File: src/rtl/fsx_pkg.sv
package fsx_pkg;

   typedef enum logic [1:0] {
      ST_IDLE = 2'd0,
      ST_DLY  = 2'd1,
      ST_SHF  = 2'd2
   } fsx_st_t;

   localparam int CF_EDGE   = 0;
   localparam int CF_FSPOL  = 1;
   localparam int CF_L1_LO  = 5;
   localparam int CF_C1_LO  = 8;
   localparam int CF_DLY_LO = 16;
   localparam int CF_IGN    = 18;
   localparam int CF_L2_LO  = 21;
   localparam int CF_C2_LO  = 24;
   localparam int CF_TWO    = 31;

   localparam int CNT_W = 7;
   localparam int WORD_W = 32;

   // word length minus one, from a 3-bit code
   function automatic logic [4:0] len_m1(input logic [2:0] code);
      case (code)
         3'd0:    len_m1 = 5'd7;
         3'd1:    len_m1 = 5'd11;
         3'd2:    len_m1 = 5'd15;
         3'd3:    len_m1 = 5'd19;
         3'd4:    len_m1 = 5'd23;
         default: len_m1 = 5'd31;
      endcase
   endfunction

endpackage

File: src/rtl/fsx_sync.sv
module fsx_sync #(
   parameter int STAGES = 2
) (
   input  logic clk,
   input  logic rst_n,
   input  logic din,
   output logic lvl,
   output logic rise,
   output logic fall
);
   logic [STAGES:0] chain;

   always_ff @(posedge clk or negedge rst_n) begin
      if (!rst_n) chain <= '0;
      else        chain <= {chain[STAGES-1:0], din};
   end

   assign lvl  = chain[STAGES-1];
   assign rise = chain[STAGES-1] & ~chain[STAGES];
   assign fall = ~chain[STAGES-1] & chain[STAGES];
endmodule

File: src/rtl/fsx_hold.sv
module fsx_hold #(
   parameter int WIDTH = 32
) (
   input  logic             clk,
   input  logic             rst_n,
   input  logic             run,
   input  logic             in_valid,
   input  logic [WIDTH-1:0] in_data,
   output logic             in_ready,
   input  logic             pop,
   output logic             hold_v,
   output logic [WIDTH-1:0] hold_d
);
   assign in_ready = run & ~hold_v;

   always_ff @(posedge clk or negedge rst_n) begin
      if (!rst_n) begin
         hold_v <= 1'b0;
         hold_d <= '0;
      end else if (!run) begin
         hold_v <= 1'b0;
      end else if (in_valid && in_ready) begin
         hold_v <= 1'b1;
         hold_d <= in_data;
      end else if (pop) begin
         hold_v <= 1'b0;
      end
   end
endmodule

File: src/rtl/fsx_seq.sv
module fsx_seq
   import fsx_pkg::*;
(
   input  logic              clk,
   input  logic              rst_n,
   input  logic              run,
   input  logic [31:0]       cfg,
   input  logic              tick,
   input  logic              fs_lvl,
   input  logic              hold_v,
   input  logic [WORD_W-1:0] hold_w,
   output logic              pop,
   output logic              sdo,
   output logic              sync_err,
   output logic              underrun
);
   fsx_st_t          st, nst;
   logic [1:0]       dc, ndc;
   logic [4:0]       bc, nbc;
   logic [CNT_W-1:0] wc, nwc;
   logic             ph2, nph2;
   logic [WORD_W-1:0] sh, nsh, last, nlast;
   logic             fsp, nfsp, nsdo;
   logic             err_set, udr_set, do_load, busy, fs_start;
   logic [4:0]       ld_m1;
   logic [WORD_W-1:0] word_src;

   logic [4:0]       len1_m1, len2_m1;
   logic [CNT_W-1:0] cnt1, cnt2;
   logic [1:0]       dly;
   logic             ign, two;
   logic             unused_cfg_bits;

   assign len1_m1 = len_m1(cfg[CF_L1_LO +: 3]);
   assign len2_m1 = len_m1(cfg[CF_L2_LO +: 3]);
   assign cnt1    = cfg[CF_C1_LO +: CNT_W];
   assign cnt2    = cfg[CF_C2_LO +: CNT_W];
   assign dly     = cfg[CF_DLY_LO +: 2];
   assign ign     = cfg[CF_IGN];
   assign two     = cfg[CF_TWO];
   assign unused_cfg_bits = ^{cfg[4:0], cfg[15], cfg[20:19]};

   assign word_src = hold_v ? hold_w : last;
   assign fs_start = fs_lvl & ~fsp;
   assign busy = (st != ST_IDLE) &&
                 !(st == ST_SHF && bc == 5'd0 && wc == '0 && (ph2 || !two));

   always_comb begin
      nst = st; ndc = dc; nbc = bc; nwc = wc; nph2 = ph2;
      nsh = sh; nlast = last; nfsp = fsp; nsdo = sdo;
      err_set = 1'b0; udr_set = 1'b0; pop = 1'b0;
      do_load = 1'b0; ld_m1 = len1_m1;
      if (tick) begin
         nfsp = fs_lvl;
         if (fs_start && (!busy || !ign)) begin
            err_set = busy;
            nph2    = 1'b0;
            nwc     = cnt1;
            if (dly == 2'd0) begin
               do_load = 1'b1;
               nst     = ST_SHF;
            end else begin
               ndc  = dly - 2'd1;
               nsdo = 1'b0;
               nst  = ST_DLY;
            end
         end else begin
            case (st)
               ST_IDLE: nsdo = 1'b0;
               ST_DLY: begin
                  if (dc == 2'd0) begin
                     do_load = 1'b1;
                     nst     = ST_SHF;
                  end else begin
                     ndc  = dc - 2'd1;
                     nsdo = 1'b0;
                  end
               end
               ST_SHF: begin
                  if (bc != 5'd0) begin
                     nbc  = bc - 5'd1;
                     nsdo = sh[bc - 5'd1];
                  end else if (wc != '0) begin
                     nwc     = wc - 1'b1;
                     do_load = 1'b1;
                     ld_m1   = ph2 ? len2_m1 : len1_m1;
                  end else if (!ph2 && two) begin
                     nph2    = 1'b1;
                     nwc     = cnt2;
                     do_load = 1'b1;
                     ld_m1   = len2_m1;
                  end else begin
                     nst  = ST_IDLE;
                     nsdo = 1'b0;
                  end
               end
               default: nst = ST_IDLE;
            endcase
         end
         if (do_load) begin
            nsh     = word_src;
            nlast   = word_src;
            nbc     = ld_m1;
            nsdo    = word_src[ld_m1];
            pop     = hold_v;
            udr_set = ~hold_v;
         end
      end
   end

   always_ff @(posedge clk or negedge rst_n) begin
      if (!rst_n) begin
         st <= ST_IDLE; dc <= '0; bc <= '0; wc <= '0; ph2 <= 1'b0;
         sh <= '0; last <= '0; fsp <= 1'b0; sdo <= 1'b0;
         sync_err <= 1'b0; underrun <= 1'b0;
      end else if (!run) begin
         st <= ST_IDLE; dc <= '0; bc <= '0; wc <= '0; ph2 <= 1'b0;
         sh <= '0; last <= '0; fsp <= 1'b0; sdo <= 1'b0;
         sync_err <= 1'b0; underrun <= 1'b0;
      end else begin
         st <= nst; dc <= ndc; bc <= nbc; wc <= nwc; ph2 <= nph2;
         sh <= nsh; last <= nlast; fsp <= nfsp; sdo <= nsdo;
         sync_err <= sync_err | err_set;
         underrun <= underrun | udr_set;
      end
   end
endmodule

File: src/rtl/fsx_tx.sv
module fsx_tx
   import fsx_pkg::*;
#(
   parameter int SLOT_W      = 32,
   parameter int SYNC_STAGES = 2
) (
   input  logic              clk,
   input  logic              rst_n,
   input  logic              tx_run,
   input  logic [31:0]       cfg,
   input  logic              bclk,
   input  logic              fsync,
   input  logic              in_valid,
   input  logic [SLOT_W-1:0] in_data,
   output logic              in_ready,
   output logic              sdo,
   output logic              sync_err,
   output logic              underrun
);
   localparam int TAIL_W = SLOT_W - WORD_W;

   if (SLOT_W < WORD_W) begin : g_bad_slot
      $error("fsx_tx: SLOT_W must be at least 32");
   end
   if (SYNC_STAGES < 1) begin : g_bad_sync
      $error("fsx_tx: SYNC_STAGES must be at least 1");
   end

   logic bc_lvl, bc_rise, bc_fall;
   logic fs_raw, unused_fs_rise, unused_fs_fall;
   logic tick_w, fs_lvl_w, pop_w, hold_v_w;
   logic [SLOT_W-1:0] hold_d_w;
   logic [WORD_W-1:0] hold_word;
   logic unused_bclk_lvl;

   fsx_sync #(.STAGES(SYNC_STAGES)) u_bsync (
      .clk(clk), .rst_n(rst_n), .din(bclk),
      .lvl(bc_lvl), .rise(bc_rise), .fall(bc_fall)
   );
   fsx_sync #(.STAGES(SYNC_STAGES)) u_fsync (
      .clk(clk), .rst_n(rst_n), .din(fsync),
      .lvl(fs_raw), .rise(unused_fs_rise), .fall(unused_fs_fall)
   );

   assign unused_bclk_lvl = bc_lvl;
   assign tick_w   = cfg[CF_EDGE] ? bc_fall : bc_rise;
   assign fs_lvl_w = fs_raw ^ cfg[CF_FSPOL];

   fsx_hold #(.WIDTH(SLOT_W)) u_hold (
      .clk(clk), .rst_n(rst_n), .run(tx_run),
      .in_valid(in_valid), .in_data(in_data), .in_ready(in_ready),
      .pop(pop_w), .hold_v(hold_v_w), .hold_d(hold_d_w)
   );

   if (TAIL_W > 0) begin : g_wide
      logic unused_tail;
      assign unused_tail = ^hold_d_w[SLOT_W-1:WORD_W];
      assign hold_word   = hold_d_w[WORD_W-1:0];
   end else begin : g_exact
      assign hold_word = hold_d_w[WORD_W-1:0];
   end

   fsx_seq u_seq (
      .clk(clk), .rst_n(rst_n), .run(tx_run), .cfg(cfg),
      .tick(tick_w), .fs_lvl(fs_lvl_w),
      .hold_v(hold_v_w), .hold_w(hold_word), .pop(pop_w),
      .sdo(sdo), .sync_err(sync_err), .underrun(underrun)
   );
endmodule

File: config.mk
export PLATFORM = sky130hd
export DESIGN_NAME = fsx_tx
export DESIGN_NICKNAME = d
export VERILOG_FILES = /design/src/rtl/fsx_pkg.sv /design/src/rtl/fsx_sync.sv /design/src/rtl/fsx_hold.sv /design/src/rtl/fsx_seq.sv /design/src/rtl/fsx_tx.sv
export SDC_FILE = /design/constraint.sdc
export NUM_CORES = 1
export LEC_CHECK = 0
export ABC_AREA = 1
export BUFFER_PORTS_ARGS = -buffer_cell sky130_fd_sc_hd__clkbuf_2
export CAP_MARGIN = 40
export CORE_UTILIZATION = 30
export DETAILED_ROUTE_END_ITERATION = 8
export GPL_TIMING_DRIVEN = 0
export PLACE_DENSITY = 0.47
export SLEW_MARGIN = 20
export SYNTH_ARGS = -nofsm -noshare
export SYNTH_HDL_FRONTEND = slang
export SYNTH_SLANG_ARGS = --single-unit
File: constraint.sdc
create_clock -name clk -period 2.2 [get_ports clk]
set_input_delay 0.44 -clock clk [delete_from_list [all_inputs] [get_ports clk]]
set_output_delay 0.44 -clock clk [all_outputs]
set_load 0.02 [all_outputs]
==> summary.md <==
| Metric | Value |
|---|---|
| Status | `complete, but fails checks` |
| Failing checks | `negative setup slack` |
| CP Depth | `17` |
| Worst Hold Class | `in -> async` |
| Antenna cell count | `0` |
| R2R setup slack | `-0.03 ns` |
| Leak Pwr | `about 3.1 nW` |
| Worst Skew | `0.00767 ns` |
| CP startpoint kind | `flip-flop` |
| Vias post-DR | `around 4400` |
| Die width | `129 um` |
| Number of global-route vias before repair | `4459` |
| Die Y | `129 um` |
| Post-Syn Area per Cell | `8.32 um2` |
| Area delta synth->final | `33.2%` |
| Met2 usage | `29.7%` |
| Worst R2R Path Depth | `17` |
| Internal Power | `~0.0044 W` |
| Crit path kind | `reg -> reg` |
| CTS tree | `built` |
| Register area share after synthesis | `a little under half` |
| I/O pin count | `74` |
| Min Tclk post-route | `between 2 and 2.5 ns` |
| WP data arrival | `2.50 ns` |
| Total global-route track usage | `17.2%` |
| Top Usage Layer GRT | `met2` |
| Total grt overflow | `0` |
| Warnings from Yosys | `0` |
| R2R Path Start | `u_seq.bc[0]` |
| Post-route insts no fill | `908` |
| Vias per cell | `4.82` |
| Switch Pwr | `between 0.002 and 0.003 W` |
| RSZ-0062 raised after global routing | `true` |
| Clk buf depth | `2` |
| Dpl hpwl | `about 9400 um` |
| Comb power frac | `44.8%` |
| Post-route ant nets | `0` |
| Clock latency at the later pin of the worst-skew pair | `0.35 ns` |
| Max-cap viol count | `0` |
| Synth Register Bits | `91` |
| Power Density | `1140 nW/um2` |
| Synthesized area | `4840 um2` |
| Hold WS | `0.00126 ns` |
| Max VDD drop | `approximately 540 uV` |
| Final WL | `13500 um` |
| Endpoints failing hold | `0` |
| CP peak stage delay | `0.40 ns` |
| Relative slew margins | `between 40% and 50%` |
| Met3 GRT Util | `3.84%` |
| Worst Slack Setup Final | `-0.0276 ns` |
| Worst endpoint required time | `approximately 2.5 ns` |
| Setup violations, final | `6` |
| Initial Util | `30.6%` |
| Syn Nets | `658` |
| Switching share of power | `a little over 40%` |
| Most frequent cells in the layout | `nand2_1, dfrtp_1, clkbuf_2, inv_1, nand3_1` |
| Placed cell count | `866` |
| Unique cell type count in the Yosys netlist | `39` |
| Ratio of cells with drive above 1 in the final layout | `33.4%` |
| Core area | `15800 um2` |
| Nets | `763` |
| 1st-iter DRT viols | `204` |
| Die ar. | `~17000 um2` |
| Worst path cell trace | `clkinv_4 -> ha_4 -> inv_4 -> nor2_4 -> nand3_4 -> nor2_2 -> nand2_1 -> nand3_2 -> nand2_4 -> buf_6 -> nand3_4 -> nand2_8 -> nand2_8 -> nor2_4 -> buf_12 -> nand2_4 -> o22ai_2` |
| TritonRoute pass-1 iters | `4` |
| PortBufs | `67` |
| First-pass GRT wire length | `22100 um` |
| FP Rows | `between 40 and 50` |
| RR Endpoint | `u_seq.sh[26]` |
| CP max stage cell | `dfrtp_1` |
| Cell count after synthesis | `582` |
| Crit Path Max Fanout | `7` |
| CTS H-tree depth | `3` |
| CTS sink cnt | `91` |
| GR Layer Usage met1 | `21.5%` |
| Fmax | `449 MHz` |
| Final cycle utilization of the critical path | `101%` |
| Sequential Power Share | `about a third` |
| Remaining DRCs | `0` |
| Pins Over Slew Limit | `0` |
| Crit path buf inv count | `4` |
| Clock share of power | `23.7%` |
| Clock-pin transition on the worst setup and hold timing paths | `about 0.070 ns` |
| Worst-Margin Slew | `around 0.77 ns` |
| RD Place Congestion | `around 0.85` |
| Initial antenna violation count | `0` |
| Worst Setup End Kind | `flip-flop` |
| Most common cell after layout, fill and taps aside | `nand2_1` |
| Largest net degree at the start of global routing | `just under 60` |
| Avg WL per Cell | `~15 um` |
| Cell family with most CP delay | `simple AND/OR/NAND/NOR gates` |
| CTS Buf Count | `9` |
| Clock root cell | `clkbuf_16` |
-- worst max path at each step --
| stage | start | to |
|---|---|---|
| 6_report | u_seq.bc[0] | u_seq.sh[26] |
| 5_1_grt | u_seq.bc[0] | u_seq.bc[2] |
| 4_1_cts | u_seq.bc[0] | u_seq.sh[9] |
| 3_5_place_dp | u_seq.bc[0] | u_seq.sdo |
| 3_3_place_gp | rst_n | u_hold.hold_d[7] |
| 2_1_floorplan | u_seq.bc[0] | u_seq.sh[10] |
-- worst register-to-register path, delay by kind of cell (launching register included) --
family | cells | cell delay, ns
fa+ha+maj | 1 | 0.16
flops | 1 | 0.40
compound gates | 1 | 0.20
buf+inv | 4 | 0.43
simple gates | 11 | 0.99
-- through the flow --
step / setup TNS [ns] / total power [W] / area (um2) / utilization (%) / setup slack [ns]
2_1_floorplan: 0 / 0.00429 / 4860 / - / 0.0326
3_3_place_gp: -66.91 / 0.00499 / 5470 / 34.5 / -0.521
3_5_place_dp: -20.08 / 0.00506 / 5500 / 34.8 / -0.454
4_1_cts: 0 / 0.00717 / 6150 / 38.8 / 0.00953
5_1_grt: -6.08 / 0.00795 / 6440 / 40.7 / -0.165
6_report: -0.0867 / 0.00738 / 6440 / 40.7 / -0.0276
-- power by group through the flow --
stage	clock [W]	combinational [W]	sequential, W
6_report	0.00174	0.00331	0.00233
5_1_grt	0.00186	0.00371	0.00238
4_1_cts	0.00181	0.00306	0.00231
3_5_place_dp	0	0.00273	0.00233
3_3_place_gp	0	0.00268	0.00232
2_1_floorplan	0	0.00203	0.00226
-- logic make-up (layout without fill, tap and decap cells) --
group           count (synthesis)  in the layout  synth area share (%)
buf+inv                        94            203                  8.09
simple gates                  241            242                  22.1
xor+xnor                        6              6                  1.09
flops                          91             91                  47.1
mux                            27             27                  6.23
fa+ha+maj                       6              6                  1.55
compound gates                117            117                  13.9
-- sequential cells by signal, indices dropped and copies added (netlist names) --
name	flops
u_seq.ph2	1
u_hold.hold_v	1
u_fsync.chain	2
u_seq.st	2
u_seq.fsp	1
u_seq.sync_err	1
u_seq.dc	2
u_hold.hold_d	32
u_seq.sdo	1
u_seq.bc	5
u_seq.sh	32
u_seq.wc	7
u_bsync.chain	3
u_seq.underrun	1
-- layout make-up --
class                           instances  area (um2)
Fill cell                            1617        9380
Clock inverter                          6        93.8
Tap cell                              216         270
Multi-Input combinational cell        398        2530
Timing Repair Buffer                   95         603
Inverter                               73         300
Clock buffer                           10         239
Buffer                                 19         134
Sequential cell                        91        2280
-- what timing repair did --
item | CTS | global route
buffers inserted | 18 | 7
resized for setup | 40 | 73
hold buffers | 0 | 0
setup endpoints to repair | 51 | 51
cloned | 4 | 0
pin swaps | 8 | 24
-- cells in the mapped netlist (all sizes together) --
| cell | instances | area share, % |
|---|---|---|
| o211ai | 5 | 0.78 |
| inv | 71 | 5.5 |
| xor2 | 4 | 0.72 |
| mux2 | 25 | 5.8 |
| a31oi | 5 | 0.96 |
| o21ai | 61 | 6.4 |
| ha | 6 | 1.6 |
| clkbuf | 10 | 0.78 |
| a22oi | 2 | 0.31 |
| dfrtp | 91 | 47 |
| a21oi | 28 | 2.9 |
| mux2i | 2 | 0.41 |
| o22ai | 8 | 1.2 |
| buf | 11 | 1.7 |
| nand3b | 1 | 0.16 |
| nand3 | 62 | 6.8 |
| o2111ai | 6 | 1.1 |
| xnor2 | 2 | 0.36 |
| a41oi | 1 | 0.18 |
| a211oi | 1 | 0.16 |
| or3 | 1 | 0.13 |
| nor2 | 36 | 3.3 |
| clkinv | 2 | 0.16 |
| or2 | 1 | 0.13 |
| nand4 | 6 | 0.78 |
| nand2 | 134 | 11 |
-- layer usage --
metal  vias up  wire length (um)
li1       2157                 -
met4         0               218
met1      2110              6050
met3        16               498
met5         -                 0
met2        95              6720
(Power assumes the default switching activity.)
